==> src/rtl/ledEnc_pkg.sv <==
package ledEnc_pkg;

  localparam int NUM_CH = 3;

  typedef enum logic [2:0] {
    ST_IDLE,
    ST_FETCH,
    ST_HIGH,
    ST_LOW,
    ST_LATCH,
    ST_DONE
  } encState_t;

  typedef struct packed {
    logic clearPix;
    logic loadPix;
    logic nextBit;
    logic toLow;
    logic toLatch;
    logic tick;
    logic pixDone;
  } encStrobe_t;

  localparam logic [2:0] ORD_RGB = 3'd0;
  localparam logic [2:0] ORD_RBG = 3'd1;
  localparam logic [2:0] ORD_GRB = 3'd2;
  localparam logic [2:0] ORD_GBR = 3'd3;
  localparam logic [2:0] ORD_BRG = 3'd4;
  localparam logic [2:0] ORD_BGR = 3'd5;

endpackage

==> src/rtl/ledEncDatapath.sv <==
module ledEncDatapath
  import ledEnc_pkg::*;
#(
  parameter int CH_W    = 8,
  parameter int WORD_W  = 32,
  parameter int LEN_W   = 13,
  parameter int LONG_W  = 6,
  parameter int SHORT_W = 5,
  parameter int LATCH_W = 13
) (
  input  logic               clk,
  input  logic               rstN,
  input  encStrobe_t         strb,
  input  logic [WORD_W-1:0]  pixData,
  input  logic [2:0]         orderMode,
  input  logic [LONG_W-1:0]  t1High,
  input  logic [SHORT_W-1:0] t1Low,
  input  logic [SHORT_W-1:0] t0High,
  input  logic [LONG_W-1:0]  t0Low,
  input  logic [LATCH_W-1:0] latchCount,
  input  logic [LEN_W-1:0]   frameLen,
  output logic               cntZero,
  output logic               lastBit,
  output logic               lastPix,
  output logic               frameEmpty
);

  localparam int PIX_BITS = NUM_CH * CH_W;
  localparam int IDX_W    = $clog2(PIX_BITS);
  localparam int CNT_W    = (LATCH_W > LONG_W) ? LATCH_W : LONG_W;

  // Channel split: index 0 is the first colour (top channel of the word)
  logic [CH_W-1:0] chan [NUM_CH];
  genvar g;
  generate
    for (g = 0; g < NUM_CH; g++) begin : gSplit
      assign chan[g] = pixData[(NUM_CH-1-g)*CH_W +: CH_W];
    end
    if (WORD_W > PIX_BITS) begin : gSpare
      logic unusedSpare;
      assign unusedSpare = ^pixData[WORD_W-1:PIX_BITS];
    end
  endgenerate

  logic [PIX_BITS-1:0] ordered;
  always_comb begin
    unique case (orderMode)
      ORD_RGB: ordered = {chan[0], chan[1], chan[2]};
      ORD_RBG: ordered = {chan[0], chan[2], chan[1]};
      ORD_GBR: ordered = {chan[1], chan[2], chan[0]};
      ORD_BRG: ordered = {chan[2], chan[0], chan[1]};
      ORD_BGR: ordered = {chan[2], chan[1], chan[0]};
      default: ordered = {chan[1], chan[0], chan[2]};
    endcase
  end

  function automatic logic [CNT_W-1:0] lessOne(input logic [CNT_W-1:0] v);
    return (v == '0) ? '0 : v - 1'b1;
  endfunction

  logic [PIX_BITS-1:0] shReg;
  logic [IDX_W-1:0]    bitIdx;
  logic [CNT_W-1:0]    cnt;
  logic [LEN_W-1:0]    pixCnt;

  logic [CNT_W-1:0] hiOne, hiZero, loOne, loZero, latchM1;
  assign hiOne   = lessOne(CNT_W'(t1High));
  assign hiZero  = lessOne(CNT_W'(t0High));
  assign loOne   = lessOne(CNT_W'(t1Low));
  assign loZero  = lessOne(CNT_W'(t0Low));
  assign latchM1 = lessOne(CNT_W'(latchCount));

  logic curBit, newBit, followBit;
  assign curBit    = shReg[PIX_BITS-1];
  assign followBit = shReg[PIX_BITS-2];
  assign newBit    = ordered[PIX_BITS-1];

  always_ff @(posedge clk) begin
    if (!rstN) begin
      shReg  <= '0;
      bitIdx <= '0;
      cnt    <= '0;
      pixCnt <= '0;
    end else begin
      if (strb.clearPix) pixCnt <= '0;
      else if (strb.pixDone) pixCnt <= pixCnt + 1'b1;

      if (strb.loadPix) begin
        shReg  <= ordered;
        bitIdx <= IDX_W'(PIX_BITS - 1);
        cnt    <= newBit ? hiOne : hiZero;
      end else if (strb.nextBit) begin
        shReg  <= {shReg[PIX_BITS-2:0], 1'b0};
        bitIdx <= bitIdx - 1'b1;
        cnt    <= followBit ? hiOne : hiZero;
      end else if (strb.toLow) begin
        cnt <= curBit ? loOne : loZero;
      end else if (strb.toLatch) begin
        cnt <= latchM1;
      end else if (strb.tick) begin
        cnt <= cnt - 1'b1;
      end
    end
  end

  assign cntZero    = (cnt == '0);
  assign lastBit    = (bitIdx == '0);
  assign lastPix    = ((pixCnt + 1'b1) == frameLen);
  assign frameEmpty = (frameLen == '0);

  // the control never counts down a phase that is already at its last cycle
  p_tick_live_r7: assert property (@(posedge clk) disable iff (!rstN)
    strb.tick |-> (cnt != '0));

  // at most one counter action is requested per cycle
  p_one_action_r12: assert property (@(posedge clk) disable iff (!rstN)
    $onehot0({strb.loadPix, strb.nextBit, strb.toLow, strb.toLatch, strb.tick}));

endmodule

==> src/rtl/ledEncCtrl.sv <==
module ledEncCtrl
  import ledEnc_pkg::*;
(
  input  logic       clk,
  input  logic       rstN,
  input  logic       enable,
  input  logic       pixValid,
  input  logic       frameEmpty,
  input  logic       cntZero,
  input  logic       lastBit,
  input  logic       lastPix,
  output encStrobe_t strb,
  output logic       pixReady,
  output logic       lineHigh,
  output logic       xferDone
);

  encState_t state, nextState;
  logic      enPrev;

  always_comb begin
    strb      = '0;
    pixReady  = 1'b0;
    nextState = state;
    if (!enable && state != ST_IDLE) begin
      nextState = ST_IDLE;
    end else begin
      unique case (state)
        ST_IDLE: begin
          if (enable && !enPrev) begin
            strb.clearPix = 1'b1;
            if (frameEmpty) begin
              strb.toLatch = 1'b1;
              nextState    = ST_LATCH;
            end else begin
              nextState = ST_FETCH;
            end
          end
        end
        ST_FETCH: begin
          pixReady = 1'b1;
          if (pixValid) begin
            strb.loadPix = 1'b1;
            nextState    = ST_HIGH;
          end
        end
        ST_HIGH: begin
          if (cntZero) begin
            strb.toLow = 1'b1;
            nextState  = ST_LOW;
          end else begin
            strb.tick = 1'b1;
          end
        end
        ST_LOW: begin
          if (!cntZero) begin
            strb.tick = 1'b1;
          end else if (!lastBit) begin
            strb.nextBit = 1'b1;
            nextState    = ST_HIGH;
          end else begin
            strb.pixDone = 1'b1;
            if (lastPix) begin
              strb.toLatch = 1'b1;
              nextState    = ST_LATCH;
            end else begin
              pixReady = 1'b1;
              if (pixValid) begin
                strb.loadPix = 1'b1;
                nextState    = ST_HIGH;
              end else begin
                nextState = ST_FETCH;
              end
            end
          end
        end
        ST_LATCH: begin
          if (cntZero) nextState = ST_DONE;
          else strb.tick = 1'b1;
        end
        ST_DONE: nextState = ST_IDLE;
        default: nextState = ST_IDLE;
      endcase
    end
  end

  always_ff @(posedge clk) begin
    if (!rstN) begin
      state  <= ST_IDLE;
      enPrev <= 1'b0;
    end else begin
      state  <= nextState;
      enPrev <= enable;
    end
  end

  assign lineHigh = (state == ST_HIGH);
  assign xferDone = (state == ST_DONE);

  // the finish pulse lasts one cycle
  p_done_single_r9: assert property (@(posedge clk) disable iff (!rstN)
    xferDone |=> !xferDone);

  // the finish pulse only follows the latch gap
  p_done_after_latch_r9: assert property (@(posedge clk) disable iff (!rstN)
    $rose(xferDone) |-> $past(state) == ST_LATCH);

  // an accepted word drives its first high phase in the next cycle
  p_accept_high_r12: assert property (@(posedge clk) disable iff (!rstN)
    (pixValid && pixReady) |=> lineHigh);

endmodule

==> src/rtl/ledWaveEncoder.sv <==
module ledWaveEncoder
  import ledEnc_pkg::*;
#(
  parameter int CH_W    = 8,
  parameter int WORD_W  = 32,
  parameter int LEN_W   = 13,
  parameter int LONG_W  = 6,
  parameter int SHORT_W = 5,
  parameter int LATCH_W = 13
) (
  input  logic               clk,
  input  logic               rstN,
  input  logic               enable,
  input  logic [LEN_W-1:0]   frameLen,
  input  logic [2:0]         orderMode,
  input  logic [LONG_W-1:0]  t1High,
  input  logic [SHORT_W-1:0] t1Low,
  input  logic [SHORT_W-1:0] t0High,
  input  logic [LONG_W-1:0]  t0Low,
  input  logic [LATCH_W-1:0] latchCount,
  input  logic               pixValid,
  input  logic [WORD_W-1:0]  pixData,
  output logic               pixReady,
  output logic               serOut,
  output logic               xferDone
);

  encStrobe_t strb;
  logic cntZero, lastBit, lastPix, frameEmpty;

  ledEncCtrl uCtrl (
    .clk       (clk),
    .rstN      (rstN),
    .enable    (enable),
    .pixValid  (pixValid),
    .frameEmpty(frameEmpty),
    .cntZero   (cntZero),
    .lastBit   (lastBit),
    .lastPix   (lastPix),
    .strb      (strb),
    .pixReady  (pixReady),
    .lineHigh  (serOut),
    .xferDone  (xferDone)
  );

  ledEncDatapath #(
    .CH_W   (CH_W),
    .WORD_W (WORD_W),
    .LEN_W  (LEN_W),
    .LONG_W (LONG_W),
    .SHORT_W(SHORT_W),
    .LATCH_W(LATCH_W)
  ) uPath (
    .clk       (clk),
    .rstN      (rstN),
    .strb      (strb),
    .pixData   (pixData),
    .orderMode (orderMode),
    .t1High    (t1High),
    .t1Low     (t1Low),
    .t0High    (t0High),
    .t0Low     (t0Low),
    .latchCount(latchCount),
    .frameLen  (frameLen),
    .cntZero   (cntZero),
    .lastBit   (lastBit),
    .lastPix   (lastPix),
    .frameEmpty(frameEmpty)
  );

  // a low enable forces the line low in the following cycle
  p_disabled_low_r11: assert property (@(posedge clk) disable iff (!rstN)
    !enable |=> !serOut);

  // while waiting for a word the line stays low
  p_stall_low_r10: assert property (@(posedge clk) disable iff (!rstN)
    (pixReady && !pixValid) |=> !serOut);

endmodule

==> config.mk <==
export PLATFORM = sky130hd
export DESIGN_NAME = ledWaveEncoder
export DESIGN_NICKNAME = d
export VERILOG_FILES = /design/src/rtl/ledEnc_pkg.sv /design/src/rtl/ledEncDatapath.sv /design/src/rtl/ledEncCtrl.sv /design/src/rtl/ledWaveEncoder.sv
export SDC_FILE = /design/constraint.sdc
export NUM_CORES = 1
export LEC_CHECK = 0
export BUFFER_PORTS_ARGS = -buffer_cell sky130_fd_sc_hd__buf_2
export CORE_ASPECT_RATIO = 0.6
export CORE_MARGIN = 2
export CORE_UTILIZATION = 30
export CTS_CLUSTER_DIAMETER = 60
export CTS_CLUSTER_SIZE = 30
export DETAILED_ROUTE_END_ITERATION = 6
export PLACE_DENSITY = 0.5
export SKIP_LAST_GASP = 1
export SLEW_MARGIN = 30
export SYNTH_ARGS = -nofsm -noshare
export SYNTH_HDL_FRONTEND = slang
export SYNTH_SLANG_ARGS = --single-unit
==> constraint.sdc <==
create_clock -name clk -period 2.8 [get_ports clk]
set_input_delay 0.56 -clock clk [delete_from_list [all_inputs] [get_ports clk]]
set_output_delay 0.56 -clock clk [all_outputs]
set_load 0.05 [all_outputs]
### Word-level counts from Yosys, hierarchy flattened

Index checks and enable logic that the tools add are counted.

| word-level totals | value |
|---|---|
| memories kept | 0 |
| word-level logic and storage cells | 109 |
| bits in writable memories | 0 |
| latch bits | 0 |
| output and inout port bits | 3 |
| register bits after elaboration | 59 |
| ROM bits | 0 |

| cells by class | value |
|---|---|
| add/subtract/negate cells | 8 |
| equal/unequal tests | 15 |
| multipliers | 0 |
| multiplexer cells | 56 |
| order comparisons | 0 |
| reduce and logical (&&, ||, !) cells | 22 |
| shift-type cells | 0 |
| bitwise logic cells | 1 |
| divide/modulo/power cells | 0 |

Operators with widths:

| operator | number |
|---|---|
| $mux W13 | 13 |
| $pmux W24 S5 | 1 |
| $mux W24 | 2 |
| $logic_not A13 Y1 | 3 |
| $sub A13 B1 Y13 const B | 2 |
| $mux W3 | 8 |
| $mux W1 | 23 |
| $logic_not A5 Y1 | 3 |
| $pmux W3 S5 | 1 |
| $sub A6 B1 Y7 const B | 2 |
| $add A13 B1 Y13 const B | 1 |
| $eq A13 B13 Y1 | 1 |
| $eq A3 B3 Y1 const B | 4 |
| $logic_not A6 Y1 | 2 |
| $sub A5 B1 Y6 const B | 2 |
| $mux W5 | 2 |
| $eq A3 B2 Y1 const B | 3 |
| $ne A2 B1 Y1 const B | 4 |
| $mux W7 | 1 |
| $eq A3 B1 Y1 const B | 2 |
| $logic_not A3 Y1 | 2 |
| $pmux W1 S2 | 3 |
| $reduce_or A2 Y1 | 3 |
| $reduce_and A5 Y1 | 1 |
| other kinds (10) | 13 |

### Longest topological paths before layout

| depth | value |
|---|---|
| depth in word-level cells | 12 |
| mapped depth | 13 |
| mapped depth without buffers | 10 |

### Hierarchy

Synthesis repeated with hierarchy kept, for this count alone.

| second synthesis, totals | value |
|---|---|
| cell total of the unflattened synthesis | 648 |
| area total of the unflattened synthesis | 4847.1 sq um |

Modules (own cells, without submodules):

| module | cells each | times used | sequential area each (sq um) | area each (sq um) |
|---|---|---|---|---|
| ledEncDatapath | 596 | 1 | 1101.1 | 4505.6 |
| ledEncCtrl | 52 | 1 | 80.1 | 341.6 |

### Worst setup path after synthesis

No wires, ideal clock.

| timing | value |
|---|---|
| kind | register to output |
| start | reg uPath.cnt[8] |
| end | out pixReady |
| stages on the path, launching flop included | 6 |
| data required time | 2.240 ns |
| arrival | 2.917 ns |
| setup slack | -0.677 ns |
| buffers on the path | 1 |
| cell sequence | dfxtp_1 or4_4 or2_1 or4_1 clkbuf_1 o21ai_0 |

| on the way | value |
|---|---|
| word-level cells in the longest chain between the ends | 4 |

RTL lines:

| element | RTL line | text |
|---|---|---|
| from (decl) | ledEncDatapath.sv:63 | `logic [CNT_W-1:0] cnt;` |
| from (signal assigned) | ledEncDatapath.sv:91 | `cnt <= newBit ? hiOne : hiZero;` |
| from (signal assigned) | ledEncDatapath.sv:95 | `cnt <= followBit ? hiOne : hiZero;` |
| from (signal assigned) | ledEncDatapath.sv:97 | `cnt <= curBit ? loOne : loZero;` |
| $logic_not A13 Y1 | ledEncDatapath.sv:106 | `assign cntZero = (cnt == '0);` |
| $mux W1 | ledEncCtrl.sv:56 | `if (!cntZero) begin` |
| $pmux W1 S2 | ledEncCtrl.sv:28 | `unique case (state)` |
| $mux W1 | ledEncCtrl.sv:25 | `if (!enable && state != ST_IDLE) begin` |
| to (decl) | ledWaveEncoder.sv:23 | `output logic pixReady,` |

Every way passes these cells.

### Final worst setup path

| timing | value |
|---|---|
| start | reg uPath.cnt[8] |
| end | reg uPath.cnt[7] |

| on the way | value |
|---|---|
| word-level cells in the longest chain between the ends | 8 |
| elaborated cells between the ends (all ways) | 16 |

RTL lines:

| element | RTL line | text |
|---|---|---|
| $logic_not A13 Y1 * | ledEncDatapath.sv:106 |  |
| $mux W1 | ledEncCtrl.sv:56 |  |
| $pmux W1 S2 | ledEncCtrl.sv:28 |  |
| $mux W7 * | ledEncCtrl.sv:25 |  |
| $mux W13 | ledEncDatapath.sv:98 | `end else if (strb.toLatch) begin` |
| $mux W13 | ledEncDatapath.sv:96 | `end else if (strb.toLow) begin` |
| $mux W13 | ledEncDatapath.sv:92 | `end else if (strb.nextBit) begin` |
| $mux W13 | ledEncDatapath.sv:88 | `if (strb.loadPix) begin` |

Every way passes the cells marked *; elsewhere a longest branch is shown, timed or not.
A chain may end at the register's enable or synchronous reset.

==> metrics.md <==
| Metric | Value |
|---|---|
| Slew Limit Fails | `0` |
| Routed len/inst | `~16 um` |
| Clk network pwr share | `approximately 41%` |
| Period utilization | `103.6%` |
| Minimum clock period | `2.900 ns` |
| Adder-Cell Fraction of Synth Area | `between 2 and 2.5%` |
| Fmax | `344.8 MHz` |
| Share of cells above drive strength 1 | `35.40%` |
| Total CTS buffers | `9` |
| IO Port Bufs | `81` |
| Power Internal | `about 1.9 mW` |
| Yosys warnings | `0` |
| Min-Delay Path Depth | `2` |
| Combinational power share | `25.8%` |
| Final GP Congestion | `about 0.83` |
| Setup WS post-layout | `-0.09986 ns` |
| IO Count | `90` |
| CTS Sinks | `between 50 and 60` |
| CTS tree | `yes` |
| WS Path Type | `flip-flop to flip-flop` |
| Initial Utilization | `30.95%` |
| Final Hold Viols | `0` |
| Hold path startpoint | `uPath.shReg[0]` |
| Post-Syn Nets | `around 770` |
| Post-route cell area | `between 7000 and 8000 um2` |
| Crit path max-delay cell type | `or4_4` |
| Worst-Margin Slew | `about 0.63 ns` |
| Post-synth ARST share | `0%` |
| Most used DFF post-synth | `dfxtp_1` |
| Cell count after synthesis | `a little under 700` |
| XOR/XNOR share of the synthesized area | `9.743%` |
| Register share of total power | `roughly a third` |
| Status | `finished, violations left` |
| Leak | `3.231 nW` |
| Fraction of power spent switching nets | `between 20 and 30%` |
| Largest family of logic cells by synthesized area | `compound AO/OA/AOI/OAI gates` |
| Max-slew headroom | `57.75%` |
| Setup-failing EPs final | `16` |
| First-pass GRT wire length | `27030 um` |
| Failing checks | `setup timing` |
| Register area share after synthesis | `between 20% and 30%` |
| Most frequent cells in the layout | `buf_4, nor2_1, buf_2, dfxtp_1, nand2_1` |
| Setup WS pre-CTS | `-0.2948 ns` |
| DR vias/cell | `~5.4` |
| Kind of launch point of the worst setup path | `flip-flop` |
| WHS Endpoint | `uPath.shReg[0]` |
| Antenna Nets Post-Route | `0` |
| Synth Area in Compound Gates | `between 20% and 30%` |
| Core Region | `approximately 16000 um2` |
| Reg2reg setup slack | `-0.1 ns` |
| Max cap viols | `0` |
| Worst hold path class | `flip-flop to flip-flop` |
| Worst-path cell chain | `or4_4 -> or2_1 -> or4_4 -> buf_4 -> o31a_1 -> buf_6 -> nand4_1 -> buf_6 -> buf_4 -> nor2_1 -> a311oi_2` |
| Library cells used by synthesis | `between 60 and 70` |
| GR Overflow Total | `0` |
| Post-Syn Area | `roughly 5100 um2` |
| Mapped Avg Cell Area | `about 7.5 um2` |
| Clk root buf | `clkbuf_16` |
| Die X | `roughly 170 um` |
| Area after DPL | `about 6400 um2` |
| Non-Filler Instances | `about 1100` |
| Commonest non-fill, non-tap cell in the layout | `buf_4` |
| Buffers & Inverters on Critical Path | `4` |
| Worst skew pair latency | `between 0.3 and 0.4 ns` |
| ANT cells | `0` |
| WP data required | `around 3 ns` |
| Clk slew on worst S/H paths | `about 0.05 ns` |
| Cell Pwr Density | `approximately 360 nW/um2` |
| Seq cells post-synth | `59` |
| H-tree levels | `3` |
| Cell Rows | `36` |
| Crit-path max cell delay | `approximately 0.53 ns` |
| Simple-Gate Fraction of Synth Area | `about a quarter` |
| DRT iter0 DRCs | `about 530` |
| Die Y | `104.6 um` |
| RR Endpoint | `uPath.cnt[7]` |
| Syn-to-layout area delta | `44.66%` |
| Clock Path Buffers | `2` |
| Dpl hpwl | `12870 um` |
| Final wirelength | `around 17000 um` |
| Register-to-Register Path Depth | `11` |
| RSZ-0062 raised after global routing | `yes` |
| Antenna violations before repair | `0` |
| DRC viols | `0` |
| Setup Skew | `~0.010 ns` |
| Total GRT Usage | `18.84%` |
| EDFF count, synth | `0` |
| Multiplexer share of the synthesized area | `under 10%` |
| Crit-path max FO | `10` |
| Die Area | `approximately 18000 um2` |
| Cells after DPL | `1045` |
| Nets | `around 950` |
| Largest net degree at the start of global routing | `37` |
| Switch Pwr | `0.7758 mW` |
| CP Capture Type | `flip-flop` |
| CP arrival | `roughly 3.2 ns` |
| Reg2reg start | `uPath.cnt[8]` |
| Vias in the first global route | `5297` |
| Crit path max-delay family | `simple AND/OR/NAND/NOR gates` |
| Via count | `5849` |
| TritonRoute pass-1 iters | `5` |
| VDD IR max | `between 200 and 300 uV` |
[area by class of cell]
cell class,count,area [um2]
sequential,59,1197
fill,1628,9031
tap,228,285.3
timing repair buffer,214,1572
clock inverter,3,40.04
inverter,26,97.59
clock buffer,11,242.7
multi-input combinational,543,3885
[power by group through the flow]
| stage | sequential [mW] | clock [mW] | combinational (mW) |
|---|---|---|---|
| after floorplan | 0.885 | 0 | 0.388 |
| after global placement | 0.889 | 0 | 0.616 |
| after detailed placement | 0.889 | 0 | 0.627 |
| after CTS | 0.871 | 1.11 | 0.663 |
| after global routing | 0.873 | 1.14 | 0.747 |
| final | 0.872 | 1.09 | 0.683 |
[sequential cells by signal, indices dropped and copies added, names as in the netlist]
name	cells
uCtrl.state	3
uPath.shReg	24
uPath.cnt	13
uPath.pixCnt	13
uCtrl.enPrev	1
uPath.bitIdx	5
[worst max path at each step]
| stage | startpoint | endpoint | slack [ns] | cells past startpoint |
|---|---|---|---|---|
| 6_report | uPath.cnt[8] | uPath.cnt[7] | -0.1 | 11 |
| 5_1_grt | uPath.cnt[8] | uPath.cnt[7] | -0.18 | 11 |
| 4_1_cts | uPath.cnt[8] | pixReady | -0.12 | 6 |
| 3_5_place_dp | frameLen[11] | uPath.cnt[7] | -0.29 | 9 |
| 3_3_place_gp | frameLen[11] | uPath.cnt[4] | -0.24 | 9 |
| 2_1_floorplan | uPath.cnt[11] | uPath.cnt[4] | 0.003 | 8 |
[stage by stage]
stage	hold slack, ns	power, mW	TNS, ns	util [%]
global placement	0.4608	1.505	-4.297	39.35
CTS	0.4854	2.641	-0.7169	43.65
detailed placement	0.4669	1.516	-4.737	39.35
finish	0.4808	2.647	-0.7262	44.77
global route	0.5196	2.764	-3.105	44.77
floorplan	0.4488	1.273	0	-
[logic make-up (layout without fill, tap and decap cells)]
| group | count (synthesis) | after routing |
|---|---|---|
| AOI/OAI and AO/OA | 191 | 191 |
| xor gates and xnor gates | 53 | 53 |
| adders and majority gates | 9 | 9 |
| buffers and inverters | 72 | 254 |
| DFF | 59 | 59 |
| muxes | 43 | 43 |
| and+or+nand+nor | 247 | 247 |
[timing repair]
item                       CTS  global route
setup endpoints to repair   35            43
gates cloned                 2             0
resized for setup           57            35
setup buffers               19             8
hold buffers                 0             0
pin swaps                   23            21
[routing by layer]
layer / vias to the layer above / GRT usage, % / wire, um
met1: 2769 / 29.39 / 8869
met3: 17 / 3.674 / 1204
met2: 205 / 26.16 / 6856
met4: 0 / 3.935 / 145
met5: - / 0 / 0
li1: 2858 / - / -
[synthesized netlist by cell type, types with 20 or more instances]
cell | number | area (um2)
mux2i_1 | 32 | 320.3
inv_1 | 26 | 97.59
nor2_1 | 85 | 319.1
o21ai_0 | 33 | 165.2
a211oi_1 | 25 | 187.7
a21oi_1 | 27 | 135.1
nand3_1 | 20 | 100.1
nor3_1 | 29 | 145.1
xnor2_1 | 33 | 289.0
dfxtp_1 | 59 | 1181
clkbuf_1 | 34 | 127.6
nand2_1 | 38 | 142.6
[tightest hold or removal path, delay by kind of cell (launching register included)]
family	cells	cell delay, ns
DFF	1	0.31
AOI/OAI and AO/OA	1	0.07
and+or+nand+nor	1	0.05
No activity file was read; power rests on OpenSTA's default activity.
